### config.mk
export PLATFORM = sky130hd
export DESIGN_NAME = upw_sampler
export DESIGN_NICKNAME = d
export VERILOG_FILES = /design/src/rtl/upw_pkg.sv /design/src/rtl/upw_word_gen.sv /design/src/rtl/upw_sample_stage.sv /design/src/rtl/upw_sampler.sv
export SDC_FILE = /design/constraint.sdc
export NUM_CORES = 1
export LEC_CHECK = 0
export BUFFER_PORTS_ARGS = -buffer_cell sky130_fd_sc_hd__clkbuf_2
export CAP_MARGIN = 10
export CORE_MARGIN = 4
export CORE_UTILIZATION = 25
export CTS_CLUSTER_DIAMETER = 100
export CTS_CLUSTER_SIZE = 40
export DETAILED_ROUTE_END_ITERATION = 8
export GPL_ROUTABILITY_DRIVEN = 1
export GPL_TIMING_DRIVEN = 0
export MAX_ROUTING_LAYER = met4
export PLACE_DENSITY = 0.46
export REMOVE_ABC_BUFFERS = 1
export SLEW_MARGIN = 20
export SYNTH_ARGS = -nofsm -noshare
export SYNTH_HDL_FRONTEND = slang
export SYNTH_SLANG_ARGS = --single-unit
### constraint.sdc
create_clock -name clk -period 5.8 [get_ports clk]
set_clock_uncertainty 0.1 [all_clocks]
set_input_delay 0.58 -clock clk [delete_from_list [all_inputs] [get_ports clk]]
set_output_delay 0.58 -clock clk [all_outputs]
set_load 0.05 [all_outputs]
### src/rtl/upw_pkg.sv
package upw_pkg;

  // Largest prefix and largest period supported, in bits.
  localparam int unsigned UPW_SEG = 16;
  localparam int unsigned PLEN_W  = $clog2(UPW_SEG + 1);
  localparam int unsigned POS_W   = $clog2(2 * UPW_SEG);
  localparam int unsigned IDX_W   = $clog2(UPW_SEG);

  typedef logic [POS_W-1:0] upw_pos_t;

  typedef struct packed {
    logic [PLEN_W-1:0]  pre_len;
    logic [UPW_SEG-1:0] pre_bits;
    logic [PLEN_W-1:0]  per_len;
    logic [UPW_SEG-1:0] per_bits;
  } upw_word_t;

  // Clamp the lengths into the supported range; an empty period becomes one bit long.
  function automatic upw_word_t upw_legalize(upw_word_t w);
    upw_word_t r;
    r = w;
    if (w.pre_len > PLEN_W'(UPW_SEG)) r.pre_len = PLEN_W'(UPW_SEG);
    if (w.per_len == '0) r.per_len = PLEN_W'(1);
    else if (w.per_len > PLEN_W'(UPW_SEG)) r.per_len = PLEN_W'(UPW_SEG);
    return r;
  endfunction

  // Index of the final bit of the periodic part.
  function automatic upw_pos_t upw_end(upw_word_t w);
    return POS_W'(w.pre_len) + POS_W'(w.per_len) - POS_W'(1);
  endfunction

  // Bit of the word at position p.
  function automatic logic upw_bit(upw_word_t w, upw_pos_t p);
    upw_pos_t off;
    if (p < POS_W'(w.pre_len)) return w.pre_bits[p[IDX_W-1:0]];
    off = p - POS_W'(w.pre_len);
    return w.per_bits[off[IDX_W-1:0]];
  endfunction

  // Position that follows p; after the final bit, go back to the first period bit.
  function automatic upw_pos_t upw_next(upw_word_t w, upw_pos_t p);
    if (p == upw_end(w)) return POS_W'(w.pre_len);
    return p + POS_W'(1);
  endfunction

  // Nesting rule: a base 0 gives 0; a base 1 passes the sub-word bit through.
  function automatic logic upw_compose(logic base_b, logic sub_b);
    return base_b & sub_b;
  endfunction

endpackage

### src/rtl/upw_word_gen.sv
module upw_word_gen
  import upw_pkg::*;
#(
  parameter int unsigned          PRE_LEN  = 0,
  parameter logic [UPW_SEG-1:0]   PRE_BITS = '0,
  parameter int unsigned          PER_LEN  = 1,
  parameter logic [UPW_SEG-1:0]   PER_BITS = '1
) (
  input  logic      clk,
  input  logic      rst,
  input  logic      load_i,
  input  upw_word_t load_word_i,
  input  logic      step_i,
  output logic      bit_o,
  output upw_pos_t  pos_o
);

  localparam upw_word_t DEF_WORD = '{
    pre_len:  PLEN_W'(PRE_LEN),
    pre_bits: PRE_BITS,
    per_len:  PLEN_W'(PER_LEN),
    per_bits: PER_BITS
  };

  upw_word_t cfg_q;
  upw_pos_t  pos_q;
  upw_pos_t  end_pos;
  logic      at_end;

  assign end_pos = upw_end(cfg_q);
  assign at_end  = (pos_q == end_pos);

  // A load wins over a step in the same cycle.
  always_ff @(posedge clk) begin
    if (rst) begin
      cfg_q <= upw_legalize(DEF_WORD);
      pos_q <= '0;
    end else if (load_i) begin
      cfg_q <= upw_legalize(load_word_i);
      pos_q <= '0;
    end else if (step_i) begin
      pos_q <= upw_next(cfg_q, pos_q);
    end
  end

  assign bit_o = upw_bit(cfg_q, pos_q);
  assign pos_o = pos_q;

  // the position never runs past the final bit of the period.
  a_r2_pos_in_range: assert property (@(posedge clk) disable iff (rst)
    pos_q <= end_pos);

  // a step on the final bit goes back to the start of the period.
  a_r2_wrap_to_period: assert property (@(posedge clk) disable iff (rst)
    step_i && !load_i && at_end |=> pos_q == POS_W'(cfg_q.pre_len));

  // without a step or a load, the position holds.
  a_r5_hold_when_idle: assert property (@(posedge clk) disable iff (rst)
    !step_i && !load_i |=> $stable(pos_q));

  // a load restarts the word at the first bit.
  a_r8_load_restarts: assert property (@(posedge clk) disable iff (rst)
    load_i |=> pos_q == '0);

  // a loaded word always has a period of 1 to 16 bits.
  a_r8_period_legal: assert property (@(posedge clk) disable iff (rst)
    load_i |=> (cfg_q.per_len != '0) && (cfg_q.per_len <= PLEN_W'(UPW_SEG)));

endmodule

### src/rtl/upw_sample_stage.sv
module upw_sample_stage #(
  parameter int unsigned DATA_W = 8
) (
  input  logic              clk,
  input  logic              rst,
  input  logic              take_i,
  input  logic [DATA_W-1:0] data_i,
  output logic              valid_o,
  output logic [DATA_W-1:0] data_o
);

  logic              valid_q;
  logic [DATA_W-1:0] data_q;

  always_ff @(posedge clk) begin
    if (rst) begin
      valid_q <= 1'b0;
      data_q  <= '0;
    end else begin
      valid_q <= take_i;
      if (take_i) data_q <= data_i;
    end
  end

  assign valid_o = valid_q;
  assign data_o  = data_q;

  // a taken value appears one clock later.
  a_r3_pass_next_cycle: assert property (@(posedge clk) disable iff (rst)
    take_i |=> valid_o && (data_o == $past(data_i)));

  // a cycle without a take gives no output value.
  a_r4_drop_next_cycle: assert property (@(posedge clk) disable iff (rst)
    !take_i |=> !valid_o);

  // a dropped value leaves the held data untouched.
  a_r4_data_held: assert property (@(posedge clk) disable iff (rst)
    !take_i |=> $stable(data_o));

endmodule

### src/rtl/upw_sampler.sv
module upw_sampler
  import upw_pkg::*;
#(
  parameter int unsigned        DATA_W        = 8,
  parameter int unsigned        BASE_PRE_LEN  = 0,
  parameter logic [UPW_SEG-1:0] BASE_PRE_BITS = '0,
  parameter int unsigned        BASE_PER_LEN  = 2,
  parameter logic [UPW_SEG-1:0] BASE_PER_BITS = 16'h0001,
  parameter int unsigned        SUB_PRE_LEN   = 0,
  parameter logic [UPW_SEG-1:0] SUB_PRE_BITS  = '0,
  parameter int unsigned        SUB_PER_LEN   = 1,
  parameter logic [UPW_SEG-1:0] SUB_PER_BITS  = 16'h0001
) (
  input  logic              clk,
  input  logic              rst,
  input  logic              in_valid,
  input  logic [DATA_W-1:0] in_data,
  input  logic              compose_en,
  input  logic              cfg_we,
  input  logic              cfg_sel,
  input  logic [PLEN_W-1:0] cfg_pre_len,
  input  logic [UPW_SEG-1:0] cfg_pre_bits,
  input  logic [PLEN_W-1:0] cfg_per_len,
  input  logic [UPW_SEG-1:0] cfg_per_bits,
  output logic              out_valid,
  output logic [DATA_W-1:0] out_data,
  output logic              act_bit
);

  upw_word_t load_word;
  logic      load_base, load_sub;
  logic      base_step, sub_step;
  logic      base_bit, sub_bit;
  upw_pos_t  base_pos, sub_pos;
  logic      eff_bit;

  assign load_word = '{
    pre_len:  cfg_pre_len,
    pre_bits: cfg_pre_bits,
    per_len:  cfg_per_len,
    per_bits: cfg_per_bits
  };
  assign load_base = cfg_we && !cfg_sel;
  assign load_sub  = cfg_we &&  cfg_sel;

  // The base word moves on each present input; the sub-word moves only on present inputs where the base bit is 1.
  assign base_step = in_valid;
  assign sub_step  = in_valid && compose_en && base_bit;

  upw_word_gen #(
    .PRE_LEN (BASE_PRE_LEN),
    .PRE_BITS(BASE_PRE_BITS),
    .PER_LEN (BASE_PER_LEN),
    .PER_BITS(BASE_PER_BITS)
  ) base_word_i (
    .clk        (clk),
    .rst        (rst),
    .load_i     (load_base),
    .load_word_i(load_word),
    .step_i     (base_step),
    .bit_o      (base_bit),
    .pos_o      (base_pos)
  );

  upw_word_gen #(
    .PRE_LEN (SUB_PRE_LEN),
    .PRE_BITS(SUB_PRE_BITS),
    .PER_LEN (SUB_PER_LEN),
    .PER_BITS(SUB_PER_BITS)
  ) sub_word_i (
    .clk        (clk),
    .rst        (rst),
    .load_i     (load_sub),
    .load_word_i(load_word),
    .step_i     (sub_step),
    .bit_o      (sub_bit),
    .pos_o      (sub_pos)
  );

  assign eff_bit = compose_en ? upw_compose(base_bit, sub_bit) : base_bit;
  assign act_bit = in_valid && eff_bit;

  upw_sample_stage #(
    .DATA_W(DATA_W)
  ) stage_i (
    .clk    (clk),
    .rst    (rst),
    .take_i (act_bit),
    .data_i (in_data),
    .valid_o(out_valid),
    .data_o (out_data)
  );

  // no activation without a base bit of 1.
  a_r6_act_needs_base: assert property (@(posedge clk) disable iff (rst)
    act_bit |-> base_bit);

  // when the base bit is 0 or no value is present, the sub-word does not move.
  a_r6_sub_waits_on_base: assert property (@(posedge clk) disable iff (rst)
    (!in_valid || !base_bit) && !cfg_we |=> $stable(sub_pos));

  // the sub-word stays frozen outside composed mode.
  a_r9_sub_frozen_plain: assert property (@(posedge clk) disable iff (rst)
    !compose_en && !cfg_we |=> $stable(sub_pos));

  // the base word holds while no input is present.
  a_r5_base_idle: assert property (@(posedge clk) disable iff (rst)
    !in_valid && !cfg_we |=> $stable(base_pos));

  // the activation bit never rises without a present input.
  a_r7_act_needs_valid: assert property (@(posedge clk) disable iff (rst)
    act_bit |-> in_valid);

endmodule

==> Word level (Yosys, flattened, before mapping) <==
Index checks and enable logic that the tools add are counted.
{ "word_totals": {"regBits": 103, "elab_cells": 70, "output_inout_bits": 10, "input_bits": 56} }
{ "op_classes": {"n_lt_le_gt_ge": 8, "n_addsub": 8, "bitwise_logic": 1, "n_eq_ne": 2, "n_mux": 30, "n_reduce_logical": 9} }
{ "op_table": {"columns": ["op", "count"], "rows": [
  ["5-bit two-way mux", 7],
  ["4-bit by 5-bit less-than comparator with 1-bit output (second input constant)", 4],
  ["1-bit two-way mux", 19],
  ["1-bit binary-select mux with 4-bit select", 4],
  ["5-bit by 1-bit adder with 5-bit output (second input constant)", 2],
  ["5-bit adder", 2],
  ["5-bit equality test", 2],
  ["5-bit > comparator (second input constant)", 2],
  ["5-bit less-than comparator", 2],
  ["5-bit by 1-bit subtractor with 5-bit output (second input constant)", 2],
  ["4-bit subtractor", 2],
  ["1-bit logical AND", 5],
  ["5-bit logical NOT", 1],
  ["2-bit OR reduction", 2],
  ["1-bit bitwise AND", 1],
  ["1-bit logical NOT", 1]
]} }

==> Depth between registers and ports, before layout <==
Gate-level depths: netlist of the first run.
{ "logic_depth": {"depth_word": 9, "depth_mapped": 12, "ltp_nobuf": 11} }

==> By module <==
A second synthesis of the first run with hierarchy kept.
{ "unflattened": {"hier_cells": 534, "area_unflattened_um2": 5401.4} }
{ "by_module_without_submodules": {"columns": ["mod", "area_per_inst_um2", "seq_area_each_um2", "instances", "cells_per_inst"], "rows": [
  ["upw_word_gen (base_word_i)", 2531.2, 940.9, 1, 250],
  ["upw_word_gen (sub_word_i)", 2522.4, 940.9, 1, 250],
  ["upw_sample_stage", 312.8, 180.2, 1, 28],
  ["upw_sampler", 35.0, 0.0, 1, 6]
]} }

==> Least setup slack after synthesis of the first run <==
No wires, ideal clock.
{ "synth_path": {"path_type": "register -> output", "startpoint": "reg sub_word_i.pos_q[0], in the netlist sub_word_i.pos_o[0]", "endpoint": "out act_bit", "stages_incl_launch_ff": 10, "path_buffers": 2, "slack_ps": 2617, "t_arrival_ps": 2503, "required_ps": 5120, "path_cell_list": "dfxtp_1 buf_2 inv_1 ha_1 fa_1 mux4_2 mux2i_1 mux2_2 a311oi_1 buf_6"} }
{ "synth_between": {"elab_chain_len": 7, "word_cells_on_any_way": 12, "classes_between": "add/sub: 1; order compare: 1; mux: 8; bitwise: 1; reduce/logical: 1"} }
{ "synth_lines": {"columns": ["element", "line", "rtl"], "rows": [
  ["start, declared", "upw_word_gen.sv:26", "upw_pos_t pos_q;"],
  ["start signal, assigned", "upw_word_gen.sv:42", "pos_q <= upw_next(cfg_q, pos_q);"],
  ["4-bit subtractor / 1-bit binary-select mux with 4-bit select (equally long branches)", "upw_pkg.sv:37, upw_pkg.sv:36", null],
  ["1-bit binary-select mux with 4-bit select / 1-bit two-way mux (equally long branches)", "upw_pkg.sv:38, upw_pkg.sv:36", null],
  ["1-bit two-way mux, on equally long branches", "upw_pkg.sv:38, upw_pkg.sv:36", null],
  ["1-bit two-way mux *", "upw_pkg.sv:37", "off = p - POS_W'(w.pre_len);"],
  ["1-bit bitwise AND *", "upw_pkg.sv:49", "return base_b & sub_b;"],
  ["1-bit two-way mux *", "upw_sampler.sv:80", "assign eff_bit = compose_en ? upw_compose(base_bit, sub_bit) : base_bit;"],
  ["1-bit logical AND *", "upw_sampler.sv:81", "assign act_bit = in_valid && eff_bit;"],
  ["end, declared", "upw_sampler.sv:27", "output logic act_bit"]
]} }
Every way passes the cells marked *; elsewhere a longest branch is shown, timed or not. The select of a mux whose other input is x is not followed.

==> Worst setup path after layout of the first run <==
Ends and elaborated chain as after synthesis.

==> impl_metrics.prom, run 1 <==
# TYPE chip_impl_metric gauge
chip_impl_info{name="status",value="finished clean"} 1
chip_impl_metric{name="placement.setup.worst_slack",unit="ps"} 1560
chip_impl_metric{name="final_core_utilization",unit="%"} 31.1
chip_impl_metric{name="p_seq_share",unit="%"} 44.4
chip_impl_metric{name="grt_pass1_vias",unit=""} 3689
chip_impl_metric{name="routed_wire_length_per_instance",unit="um"} 15.6
chip_impl_metric{name="groute.usage.overall",unit="%"} 11.9
chip_impl_metric{name="buffer_levels_on_the_longest_clock_path",unit=""} 2
chip_impl_metric{name="via_count",unit=""} 3678
chip_impl_metric{name="clock_slew_seen_by_the_registers_of_the_worst_setup_and_hold_paths",unit="ps"} 80
chip_impl_info{name="endpoint_kind",value="output pin"} 1
chip_impl_metric{name="route.detailed.drc",unit=""} 0
chip_impl_metric{name="post_cts_buffers",unit=""} 0
chip_impl_metric{name="comb_power_share",unit="%"} 18.0
chip_impl_metric{name="finalSetupViolCount",unit=""} 0
chip_impl_metric{name="tns",unit="ps"} 0
chip_impl_metric{name="io_buffer_count",unit=""} 65
chip_impl_metric{name="drt-total-wl",unit="um"} 12200
chip_impl_metric{name="cts_resized",unit=""} 0
chip_impl_metric{name="post-layout-total-power",unit="uW"} 1740
chip_impl_metric{name="area_growth",unit="%"} 20.6
chip_impl_metric{name="ioPinCount",unit=""} 66
chip_impl_metric{name="postLayoutSetupSlackWorst",unit="ps"} 1220
chip_impl_metric{name="syn-mean-instance-area",unit="um2"} 10.6
chip_impl_metric{name="path_max_fanout",unit=""} 10
chip_impl_metric{name="finalHoldWorstSlack",unit="ps"} 353
chip_impl_metric{name="finalNetCount",unit=""} 607
chip_impl_metric{name="initial_utilization",unit="%"} 25.8
chip_impl_metric{name="synthDistinctLibCells",unit=""} 45
chip_impl_metric{name="timing.final.hold_violations",unit=""} 0
chip_impl_metric{name="switchingPower",unit="uW"} 506
chip_impl_metric{name="crit_required",unit="ps"} 5120
chip_impl_metric{name="drt_iter0_markers",unit=""} 170
chip_impl_info{name="clock_tree_from_tritoncts",value="built"} 1
chip_impl_metric{name="clock_sink_count",unit=""} 103
chip_impl_info{name="cts_root_buf",value="sky130_fd_sc_hd__clkbuf_16"} 1
chip_impl_metric{name="diodes",unit=""} 0
chip_impl_metric{name="cts_buffers",unit=""} 9
chip_impl_metric{name="die_area",unit="um2"} 21900
chip_impl_metric{name="worst_ir_drop_vdd",unit="uV"} 164
chip_impl_metric{name="drive_gt1_share",unit="%"} 21.7
chip_impl_metric{name="synthesis.area",unit="um2"} 4910
chip_impl_metric{name="timing.max_slew.rel_slack",unit="%"} 41.5
chip_impl_metric{name="share_clk_of_total_power",unit="%"} 37.7
chip_impl_metric{name="post-dp-hpwl",unit="um"} 9490
chip_impl_metric{name="swShare",unit="%"} 29.1
chip_impl_metric{name="gr-total-overflow",unit=""} 0
chip_impl_info{name="critical_path_class",value="flip-flop to output pin"} 1
chip_impl_metric{name="die_span_y",unit="um"} 148
chip_impl_metric{name="synth.yosys.seq_area_share",unit="%"} 42.0
chip_impl_metric{name="core_region_area",unit="um2"} 19000
chip_impl_metric{name="worstPathArrival",unit="ps"} 3900
chip_impl_metric{name="fin_crit_sh",unit="%"} 78.9
chip_impl_metric{name="die-width",unit="um"} 148
chip_impl_info{name="synth.largest_area_cell",value="sky130_fd_sc_hd__dfxtp_1"} 1
chip_impl_info{name="holdCritPathClass",value="primary input to flip-flop"} 1
chip_impl_metric{name="drt_pass1_iterations",unit=""} 4
chip_impl_metric{name="asyncSetResetFlopFracSynth",unit="%"} 0
chip_impl_metric{name="p_int",unit="uW"} 1230
chip_impl_metric{name="timing.final.max_slew_violations",unit=""} 0
chip_impl_metric{name="num_rows",unit=""} 50
chip_impl_metric{name="max-cap-violations",unit=""} 0
chip_impl_metric{name="finalWorstPathRequiredPeriod",unit="ps"} 4580
chip_impl_metric{name="grt_first_pass_wirelength",unit="um"} 20100
chip_impl_metric{name="netlist_instances",unit=""} 465
chip_impl_metric{name="gpl.final_weighted_congestion",unit=""} 0.733
chip_impl_metric{name="antenna_found_initial",unit=""} 0
chip_impl_metric{name="p_leak",unit="uW"} 0.00240
chip_impl_metric{name="drt-vias-per-instance",unit=""} 4.68
chip_impl_metric{name="max_slew.worst_pin.slew",unit="ps"} 877
chip_impl_metric{name="powerDensity",unit="nW/um2"} 293
chip_impl_metric{name="ys_warn_count",unit=""} 0
chip_impl_metric{name="h-tree-depth",unit=""} 3
chip_impl_metric{name="grt_start_max_net_pins",unit=""} 27
chip_impl_metric{name="detail-route-antenna-nets",unit=""} 0
chip_impl_metric{name="cts.hold.buffers_added",unit=""} 0
chip_impl_metric{name="synth_edf_count",unit=""} 0
chip_impl_metric{name="ys_seq_elements",unit=""} 103
chip_impl_info{name="critPathLaunchType",value="flip-flop"} 1
chip_impl_info{name="rsz0062_at_grt",value="false"} 1
chip_impl_metric{name="max_freq",unit="MHz"} 218
chip_impl_metric{name="synth_top_cell_area_share",unit="%"} 42.0
chip_impl_info{name="synth_flop_cell",value="sky130_fd_sc_hd__dfxtp_1"} 1
chip_impl_metric{name="fill_cells",unit=""} 2013
chip_impl_info{name="largest_cells_by_area_after_synthesis",value="sky130_fd_sc_hd__dfxtp_1, sky130_fd_sc_hd__a22o_1, sky130_fd_sc_hd__mux4_2"} 1
chip_impl_metric{name="clk-insertion-delay-late",unit="ps"} 350
[synthesized netlist by cell type, drive strengths merged (5+ instances only)]
library cell / n
nand2b: 16
dfxtp: 103
clkbuf: 21
nor2b: 10
mux4: 18
inv: 38
a21oi: 15
xor2: 6
a22o: 64
nor3: 5
o21ai: 19
nand2: 20
nor2: 13
mux2i: 12
buf: 7
o211ai: 5
nand3: 6
ha: 26
a21o: 8
xnor2: 15
[metal layers]
| layer | share of wire [%] | up-vias | GRT usage, % |
|---|---|---|---|
| met5 | 0 | - | - |
| met4 | 1.6 | 0 | 3.74 |
| met3 | 4.2 | 13 | 2.35 |
| met2 | 43 | 76 | 17.1 |
| met1 | 51 | 1786 | 16.9 |
| li1 | - | 1803 | - |
[state kept, by name, summed over array words and instances, names as in the netlist]
name	cells
stage_i.valid_o	1
sub_word_i.pos_o	5
sub_word_i.cfg_q	42
stage_i.data_o	8
base_word_i.cfg_q	42
base_word_i.pos_o	5
[final timing paths]
path,start,end,slack [ps],depth (start not counted)
max reg2reg,sub_word_i.pos_o[0],stage_i.data_o[1],2220,8
min reg2reg,sub_word_i.cfg_q[17],sub_word_i.cfg_q[17],370,2
max,sub_word_i.pos_o[0],act_bit,1220,8
min,cfg_per_bits[6],sub_word_i.cfg_q[6],350,2
[placed cells by master, fill, tap and decap left out, types with 4 or more instances in the layout]
cell type | netlist | layout
sky130_fd_sc_hd__dfxtp_1 | 103 | 103
sky130_fd_sc_hd__clkbuf_2 | 0 | 65
sky130_fd_sc_hd__a22o_1 | 64 | 64
sky130_fd_sc_hd__inv_1 | 37 | 37
sky130_fd_sc_hd__ha_1 | 26 | 26
sky130_fd_sc_hd__nand2_1 | 20 | 20
sky130_fd_sc_hd__o21ai_1 | 17 | 17
sky130_fd_sc_hd__nand2b_1 | 16 | 16
sky130_fd_sc_hd__mux4_2 | 15 | 15
sky130_fd_sc_hd__xnor2_1 | 15 | 15
sky130_fd_sc_hd__a21oi_1 | 15 | 13
sky130_fd_sc_hd__nor2_1 | 13 | 13
sky130_fd_sc_hd__mux2i_1 | 12 | 12
sky130_fd_sc_hd__nor2b_1 | 10 | 10
sky130_fd_sc_hd__clkbuf_16 | 0 | 9
sky130_fd_sc_hd__a21o_1 | 8 | 8
sky130_fd_sc_hd__xor2_1 | 6 | 6
sky130_fd_sc_hd__nand3_1 | 6 | 6
sky130_fd_sc_hd__o211ai_1 | 5 | 5
sky130_fd_sc_hd__nand3b_1 | 4 | 4
sky130_fd_sc_hd__nor3_1 | 5 | 4
sky130_fd_sc_hd__or2_1 | 4 | 4
sky130_fd_sc_hd__fa_1 | 4 | 4
[critical path: stages (launching register included)]
cell and delay (ps):
sky130_fd_sc_hd__dfxtp_1 720, sky130_fd_sc_hd__inv_1 100, sky130_fd_sc_hd__ha_1 240, sky130_fd_sc_hd__fa_1 590, sky130_fd_sc_hd__mux4_2 400, sky130_fd_sc_hd__mux2i_1 80
sky130_fd_sc_hd__mux2_2 300, sky130_fd_sc_hd__a311oi_4 690, sky130_fd_sc_hd__clkbuf_2 410
[power by group through the flow]
stage                     sequential, uW  clock [uW]  combinational [uW]
after global placement               787           0                 295
after detailed placement             787           0                 315
after CTS                            771         675                 316
after global routing                 776         700                 344
final                                771         654                 312
after floorplan                      805           0                 190
[final cells by class]
cell class | instances | area [um2] | area share [%]
clock buffer | 9 | 225 | 3.81
clock inverter | 7 | 100 | 1.69
inverter | 38 | 143 | 2.41
multi-input combinational | 296 | 2630 | 44.4
sequential | 103 | 2060 | 34.8
tap | 260 | 325 | 5.50
timing repair buffer | 73 | 437 | 7.38
[through the flow]
stage	area, um2	cells
2_1_floorplan	4770	437
3_3_place_gp	5430	762
3_5_place_dp	5590	770
4_1_cts	5920	786
5_1_grt	5920	786
6_report	5920	786
[kinds of logic after synthesis]
| group | Yosys count | synth area share, % |
|---|---|---|
| multiplexers | 33 | 11.6 |
| AND/OR/NAND/NOR | 85 | 9.16 |
| AO/OA/AOI/OAI | 127 | 19.6 |
| buffers and inverters | 66 | 5.59 |
| adder cells (fa/ha/maj) | 30 | 8.26 |
| XOR/XNOR | 21 | 3.75 |
| flip-flops | 103 | 42.0 |
No activity file was read; power rests on OpenSTA's default activity.
==> inputs of run 2 (changes only) <==
==> constraint.sdc (replaced) <==
create_clock -name clk -period 4.3 [get_ports clk]
set_clock_uncertainty 0.1 [all_clocks]
set_input_delay 0.43 -clock clk [delete_from_list [all_inputs] [get_ports clk]]
set_output_delay 0.43 -clock clk [all_outputs]
set_load 0.05 [all_outputs]
==> impl_metrics.prom, run 2 (same netlist as run 1, synthesis figures left out) <==
# TYPE chip_impl_metric gauge
chip_impl_metric{name="gpl.final_weighted_congestion",unit=""} 0.733
chip_impl_metric{name="die_area",unit="um2"} 21900
chip_impl_info{name="status",value="finished clean"} 1
chip_impl_metric{name="worstPathArrival",unit="ps"} 3400
chip_impl_metric{name="die-width",unit="um"} 148
chip_impl_metric{name="finalWorstPathRequiredPeriod",unit="ps"} 3930
chip_impl_info{name="cts_root_buf",value="sky130_fd_sc_hd__clkbuf_16"} 1
chip_impl_metric{name="max-cap-violations",unit=""} 0
chip_impl_metric{name="io_buffer_count",unit=""} 65
chip_impl_info{name="final_common_cell",value="sky130_fd_sc_hd__dfxtp_1"} 1
chip_impl_metric{name="timing.hold.worst_path_depth",unit=""} 2
chip_impl_metric{name="r2r_cells",unit=""} 9
chip_impl_metric{name="detail-route-antenna-nets",unit=""} 0
chip_impl_metric{name="tns",unit="ps"} 0
chip_impl_metric{name="fin_crit_sh",unit="%"} 91.3
chip_impl_metric{name="powerDensity",unit="nW/um2"} 396
chip_impl_metric{name="diodes",unit=""} 0
chip_impl_metric{name="timing.max_slew.rel_slack",unit="%"} 41.4
chip_impl_metric{name="grt_pass1_vias",unit=""} 3694
chip_impl_metric{name="cts_buffers",unit=""} 9
chip_impl_info{name="clock_tree_from_tritoncts",value="built"} 1
chip_impl_metric{name="grt_first_pass_wirelength",unit="um"} 20100
chip_impl_info{name="critical_path.cell_chain",value="inv_1, ha_1, fa_1, mux4_2, mux2i_1, mux2_2, a311oi_4, clkbuf_2"} 1
chip_impl_info{name="critical_path_class",value="flip-flop to output pin"} 1
chip_impl_metric{name="drt-vias-per-instance",unit=""} 4.67
chip_impl_metric{name="gr-total-overflow",unit=""} 0
chip_impl_metric{name="numPlacedInstances",unit=""} 770
chip_impl_metric{name="drt_iter0_markers",unit=""} 184
chip_impl_metric{name="worst_ir_drop_vdd",unit="uV"} 221
chip_impl_metric{name="ioPinCount",unit=""} 66
chip_impl_metric{name="drive_gt1_share",unit="%"} 21.8
chip_impl_metric{name="max_slew.worst_pin.slew",unit="ps"} 878
chip_impl_metric{name="max_freq",unit="MHz"} 255
chip_impl_metric{name="p_leak",unit="uW"} 0.00241
chip_impl_metric{name="num_rows",unit=""} 50
chip_impl_metric{name="groute.usage.overall",unit="%"} 11.9
chip_impl_metric{name="path_max_fanout",unit=""} 10
chip_impl_info{name="layout.cells.most_common_list",value="sky130_fd_sc_hd__dfxtp_1, sky130_fd_sc_hd__clkbuf_2, sky130_fd_sc_hd__a22o_1"} 1
chip_impl_metric{name="area_growth",unit="%"} 20.8
chip_impl_metric{name="routed_wire_length_per_instance",unit="um"} 15.6
chip_impl_metric{name="cts_resized",unit=""} 0
chip_impl_metric{name="post-dp-hpwl",unit="um"} 9490
chip_impl_metric{name="crit_required",unit="ps"} 3770
chip_impl_metric{name="timing.critical_path.slowest_cell_delay",unit="ps"} 710
chip_impl_metric{name="buffer_levels_on_the_longest_clock_path",unit=""} 2
chip_impl_metric{name="clock_sink_count",unit=""} 103
chip_impl_metric{name="initial_utilization",unit="%"} 25.8
chip_impl_info{name="rsz0062_at_grt",value="false"} 1
chip_impl_metric{name="drt-total-wl",unit="um"} 12300
chip_impl_metric{name="clock_slew_seen_by_the_registers_of_the_worst_setup_and_hold_paths",unit="ps"} 80
chip_impl_metric{name="clk-insertion-delay-late",unit="ps"} 350
chip_impl_metric{name="timing.final.max_slew_violations",unit=""} 0
chip_impl_info{name="critPathLaunchType",value="flip-flop"} 1
chip_impl_metric{name="timing.final.hold_violations",unit=""} 0
chip_impl_metric{name="core_region_area",unit="um2"} 19000
chip_impl_metric{name="via_count",unit=""} 3673
chip_impl_info{name="endpoint_kind",value="output pin"} 1
chip_impl_metric{name="antenna_found_initial",unit=""} 0
chip_impl_info{name="holdCritPathClass",value="primary input to flip-flop"} 1
chip_impl_metric{name="drt_pass1_iterations",unit=""} 4
chip_impl_metric{name="grt_start_max_net_pins",unit=""} 27
chip_impl_metric{name="finalNetCount",unit=""} 608
chip_impl_info{name="critical_path.slowest_cell",value="sky130_fd_sc_hd__dfxtp_1"} 1
chip_impl_metric{name="h-tree-depth",unit=""} 3
chip_impl_metric{name="die_span_y",unit="um"} 148
chip_impl_metric{name="layout.cells.non_filler",unit=""} 787
chip_impl_metric{name="route.detailed.drc",unit=""} 0
chip_impl_metric{name="finalSetupViolCount",unit=""} 0
[run 2: cell count changes in the layout (fill, tap and decap cells not counted), sizes merged]
cell  change
buf       +1
[run 2: layer usage]
layer | up-vias | wire [um] | track usage [%]
met2 | 74 | 5280 | 17.1
li1 | 1804 | - | -
met1 | 1782 | 6270 | 17.0
met5 | - | 0 | -
met4 | 0 | 193 | 3.74
met3 | 13 | 513 | 2.35
[run 2: worst max-delay path: cells and delay by family, from the launching register on]
family          cells  cell delay [ps]
fa+ha+maj           2              830
flops               1              710
buf+inv             2              440
compound gates      1              280
mux                 3              770
[run 2: through the flow]
stage	utilization (%)	worst slack (ps)	cell area, um2	hold slack (ps)	total power (uW)
after global routing	31.2	114	5920	199	2460
after CTS	31.2	248	5920	191	2380
final	31.2	375	5920	202	2340
after detailed placement	29.4	205	5590	360	1490
after global placement	28.5	-912	5430	353	1460
after floorplan	-	-485	4770	337	1340
[run 2: layout make-up]
| class | count | area [um2] |
|---|---|---|
| Clock buffer | 9 | 225 |
| Clock inverter | 7 | 100 |
| Fill cell | 2013 | 13100 |
| Inverter | 38 | 143 |
| Multi-Input combinational cell | 296 | 2630 |
| Sequential cell | 103 | 2060 |
| Tap cell | 260 | 325 |
| Timing Repair Buffer | 74 | 444 |
[run 2: timing repair]
action                     4_1_cts  5_1_grt
hold endpoints to repair         0        0
setup buffers                    1        0
setup endpoints to repair        1        0
hold buffers                     0        0
[run 2: power breakdown]
group | total (uW) | internal [uW] | switching [uW]
Sequential | 1040 | 1000 | 35.9
Clock | 882 | 472 | 409
Combinational | 423 | 186 | 237
[run 2: final timing paths]
path | from | endpoint | slack, ps
setup / recovery | sub_word_i.pos_o[0] | act_bit | 370
hold / removal | cfg_per_bits[6] | sub_word_i.cfg_q[6] | 200
setup reg to reg | base_word_i.pos_o[0] | sub_word_i.pos_o[0] | 850
hold reg to reg | sub_word_i.cfg_q[17] | sub_word_i.cfg_q[17] | 370
==> inputs of run 3 (changes only) <==
--- a/config.mk
+++ b/config.mk
@@ -14,7 +14,6 @@
 export DETAILED_ROUTE_END_ITERATION = 8
 export GPL_ROUTABILITY_DRIVEN = 1
 export GPL_TIMING_DRIVEN = 0
-export MAX_ROUTING_LAYER = met4
 export PLACE_DENSITY = 0.46
 export REMOVE_ABC_BUFFERS = 1
 export SLEW_MARGIN = 20
==> impl_metrics.prom, run 3 (same netlist as run 1, synthesis figures left out) <==
# TYPE chip_impl_metric gauge
chip_impl_metric{name="drt_pass1_iterations",unit=""} 4
chip_impl_metric{name="core_region_area",unit="um2"} 19000
chip_impl_metric{name="drt_iter0_markers",unit=""} 159
chip_impl_metric{name="finalSetupViolCount",unit=""} 0
chip_impl_metric{name="via_count",unit=""} 3665
chip_impl_metric{name="swShare",unit="%"} 29.2
chip_impl_info{name="critPathLaunchType",value="flip-flop"} 1
chip_impl_info{name="status",value="finished clean"} 1
chip_impl_metric{name="timing.final.max_slew_violations",unit=""} 0
chip_impl_info{name="final_common_cell",value="sky130_fd_sc_hd__dfxtp_1"} 1
chip_impl_metric{name="crit_required",unit="ps"} 3770
chip_impl_metric{name="worstPathArrival",unit="ps"} 3410
chip_impl_info{name="cts_root_buf",value="sky130_fd_sc_hd__clkbuf_16"} 1
chip_impl_metric{name="detail-route-antenna-nets",unit=""} 0
chip_impl_metric{name="max_slew.worst_pin.slew",unit="ps"} 829
chip_impl_metric{name="switchingPower",unit="uW"} 685
chip_impl_metric{name="fin_crit_sh",unit="%"} 91.6
chip_impl_metric{name="buffer_levels_on_the_longest_clock_path",unit=""} 2
chip_impl_metric{name="placement.cell_area",unit="um2"} 5590
chip_impl_info{name="clock_tree_from_tritoncts",value="built"} 1
chip_impl_info{name="rsz0062_at_grt",value="false"} 1
chip_impl_metric{name="area_growth",unit="%"} 20.8
chip_impl_metric{name="finalNetCount",unit=""} 608
chip_impl_metric{name="finalHoldWorstSlack",unit="ps"} 200
chip_impl_metric{name="clock_slew_seen_by_the_registers_of_the_worst_setup_and_hold_paths",unit="ps"} 80
chip_impl_info{name="endpoint_kind",value="output pin"} 1
chip_impl_metric{name="ioPinCount",unit=""} 66
chip_impl_metric{name="die-width",unit="um"} 148
chip_impl_metric{name="worst_ir_drop_vdd",unit="uV"} 221
chip_impl_metric{name="comb_power_share",unit="%"} 18.0
chip_impl_metric{name="clk-insertion-delay-late",unit="ps"} 360
chip_impl_metric{name="timing.reg2reg.setup_slack",unit="ps"} 840
chip_impl_metric{name="max-cap-violations",unit=""} 0
chip_impl_metric{name="p_leak",unit="uW"} 0.00241
chip_impl_metric{name="grt_pass1_vias",unit=""} 3700
chip_impl_metric{name="gr-total-overflow",unit=""} 0
chip_impl_metric{name="diodes",unit=""} 0
chip_impl_metric{name="share_clk_of_total_power",unit="%"} 37.7
chip_impl_info{name="critical_path_class",value="flip-flop to output pin"} 1
chip_impl_metric{name="post-route-cell-area",unit="um2"} 5920
chip_impl_metric{name="die_span_y",unit="um"} 148
chip_impl_metric{name="p_seq_share",unit="%"} 44.3
chip_impl_metric{name="max_freq",unit="MHz"} 254
chip_impl_metric{name="post-dp-hpwl",unit="um"} 9490
chip_impl_info{name="crit-reg2reg-capture",value="sub_word_i.pos_o[0]"} 1
chip_impl_info{name="worst_hold_path.endpoint",value="sub_word_i.cfg_q[6]"} 1
chip_impl_metric{name="io_buffer_count",unit=""} 65
chip_impl_metric{name="num_rows",unit=""} 50
chip_impl_info{name="worstReg2RegStart",value="base_word_i.pos_o[0]"} 1
chip_impl_metric{name="gpl.final_weighted_congestion",unit=""} 0.725
chip_impl_metric{name="timing.hold.worst_path_depth",unit=""} 2
chip_impl_metric{name="initial_utilization",unit="%"} 25.8
chip_impl_metric{name="powerDensity",unit="nW/um2"} 396
chip_impl_metric{name="groute.usage.overall",unit="%"} 11.6
chip_impl_metric{name="drt-total-wl",unit="um"} 12200
chip_impl_metric{name="r2r_cells",unit=""} 9
chip_impl_metric{name="drive_gt1_share",unit="%"} 21.8
chip_impl_metric{name="grt_start_max_net_pins",unit=""} 27
chip_impl_metric{name="h-tree-depth",unit=""} 3
chip_impl_info{name="worstHoldStart",value="cfg_per_bits[6]"} 1
chip_impl_metric{name="tns",unit="ps"} 0
chip_impl_metric{name="timing.final.hold_violations",unit=""} 0
chip_impl_info{name="holdCritPathClass",value="primary input to flip-flop"} 1
chip_impl_metric{name="route.detailed.drc",unit=""} 0
chip_impl_metric{name="path_max_fanout",unit=""} 10
chip_impl_metric{name="cts_resized",unit=""} 0
chip_impl_metric{name="drt-vias-per-instance",unit=""} 4.66
chip_impl_metric{name="p_int",unit="uW"} 1660
chip_impl_metric{name="antenna_found_initial",unit=""} 0
chip_impl_metric{name="grt_first_pass_wirelength",unit="um"} 20100
chip_impl_metric{name="fill_cells",unit=""} 2013
chip_impl_metric{name="cts_buffers",unit=""} 9
chip_impl_metric{name="routed_wire_length_per_instance",unit="um"} 15.6
chip_impl_info{name="layout.cells.most_common_list",value="sky130_fd_sc_hd__dfxtp_1, sky130_fd_sc_hd__clkbuf_2, sky130_fd_sc_hd__a22o_1"} 1
chip_impl_metric{name="die_area",unit="um2"} 21900
chip_impl_metric{name="timing.max_slew.rel_slack",unit="%"} 44.7
chip_impl_metric{name="finalWorstPathRequiredPeriod",unit="ps"} 3940
chip_impl_metric{name="clock_sink_count",unit=""} 103
[run 3: cell counts in the layout (fill, tap and decap cells not counted)]
No cell type changed its count.
[run 3: layout make-up]
class                      instances  area, um2  area share (%)
timing repair buffer              74        444            7.50
inverter                          38        143            2.41
multi-input combinational        296       2630            44.3
tap                              260        325            5.49
clock inverter                     7        100            1.69
clock buffer                       9        225            3.80
sequential                       103       2060            34.8
[run 3: critical path: stages, from the launching register on]
cell	delay, ps
sky130_fd_sc_hd__dfxtp_1	720
sky130_fd_sc_hd__inv_1	100
sky130_fd_sc_hd__ha_1	240
sky130_fd_sc_hd__fa_1	590
sky130_fd_sc_hd__mux4_2	390
sky130_fd_sc_hd__mux2i_1	80
sky130_fd_sc_hd__mux2_2	300
sky130_fd_sc_hd__a311oi_4	280
sky130_fd_sc_hd__clkbuf_2	340
[run 3: worst max path at each step]
| stage | end | slack (ps) | cells after the start | startpoint |
|---|---|---|---|---|
| floorplan | act_bit | -490 | 7 | sub_word_i.pos_o[0] |
| global placement | act_bit | -910 | 8 | sub_word_i.pos_o[0] |
| finish | act_bit | 360 | 8 | sub_word_i.pos_o[0] |
| CTS | act_bit | 250 | 8 | sub_word_i.pos_o[0] |
| detailed placement | act_bit | 210 | 8 | sub_word_i.pos_o[0] |
| global route | act_bit | 120 | 9 | base_word_i.pos_o[0] |
[run 3: stage by stage]
| stage | worst slack, ps | utilization (%) | cells | total power, uW |
|---|---|---|---|---|
| 2_1_floorplan | -485 | - | 437 | 1340 |
| 3_3_place_gp | -912 | 28.5 | 762 | 1460 |
| 3_5_place_dp | 205 | 29.4 | 770 | 1490 |
| 4_1_cts | 248 | 31.2 | 787 | 2380 |
| 5_1_grt | 115 | 31.2 | 787 | 2460 |
| 6_report | 362 | 31.2 | 787 | 2350 |
[run 3: power groups by stage]
stage	Clock [uW]	Combinational, uW	Sequential [uW]
2_1_floorplan	0	256	1090
3_3_place_gp	0	398	1060
3_5_place_dp	0	424	1060
4_1_cts	910	430	1040
5_1_grt	943	468	1050
6_report	886	422	1040
[run 3: repair_timing]
action                                  CTS  global route
setup buffers                             1             0
endpoints found under the setup margin    1             0
hold buffers                              0             0
[run 3: per-layer routing]
| layer | vias to the layer above | routed length (um) | GRT usage [%] | share of wire, % |
|---|---|---|---|---|
| li1 | 1803 | - | - | - |
| met5 | - | 0 | 0 | 0 |
| met2 | 75 | 5280 | 17.1 | 43 |
| met4 | 0 | 189 | 3.74 | 1.5 |
| met1 | 1774 | 6220 | 16.7 | 51 |
| met3 | 13 | 546 | 2.68 | 4.5 |
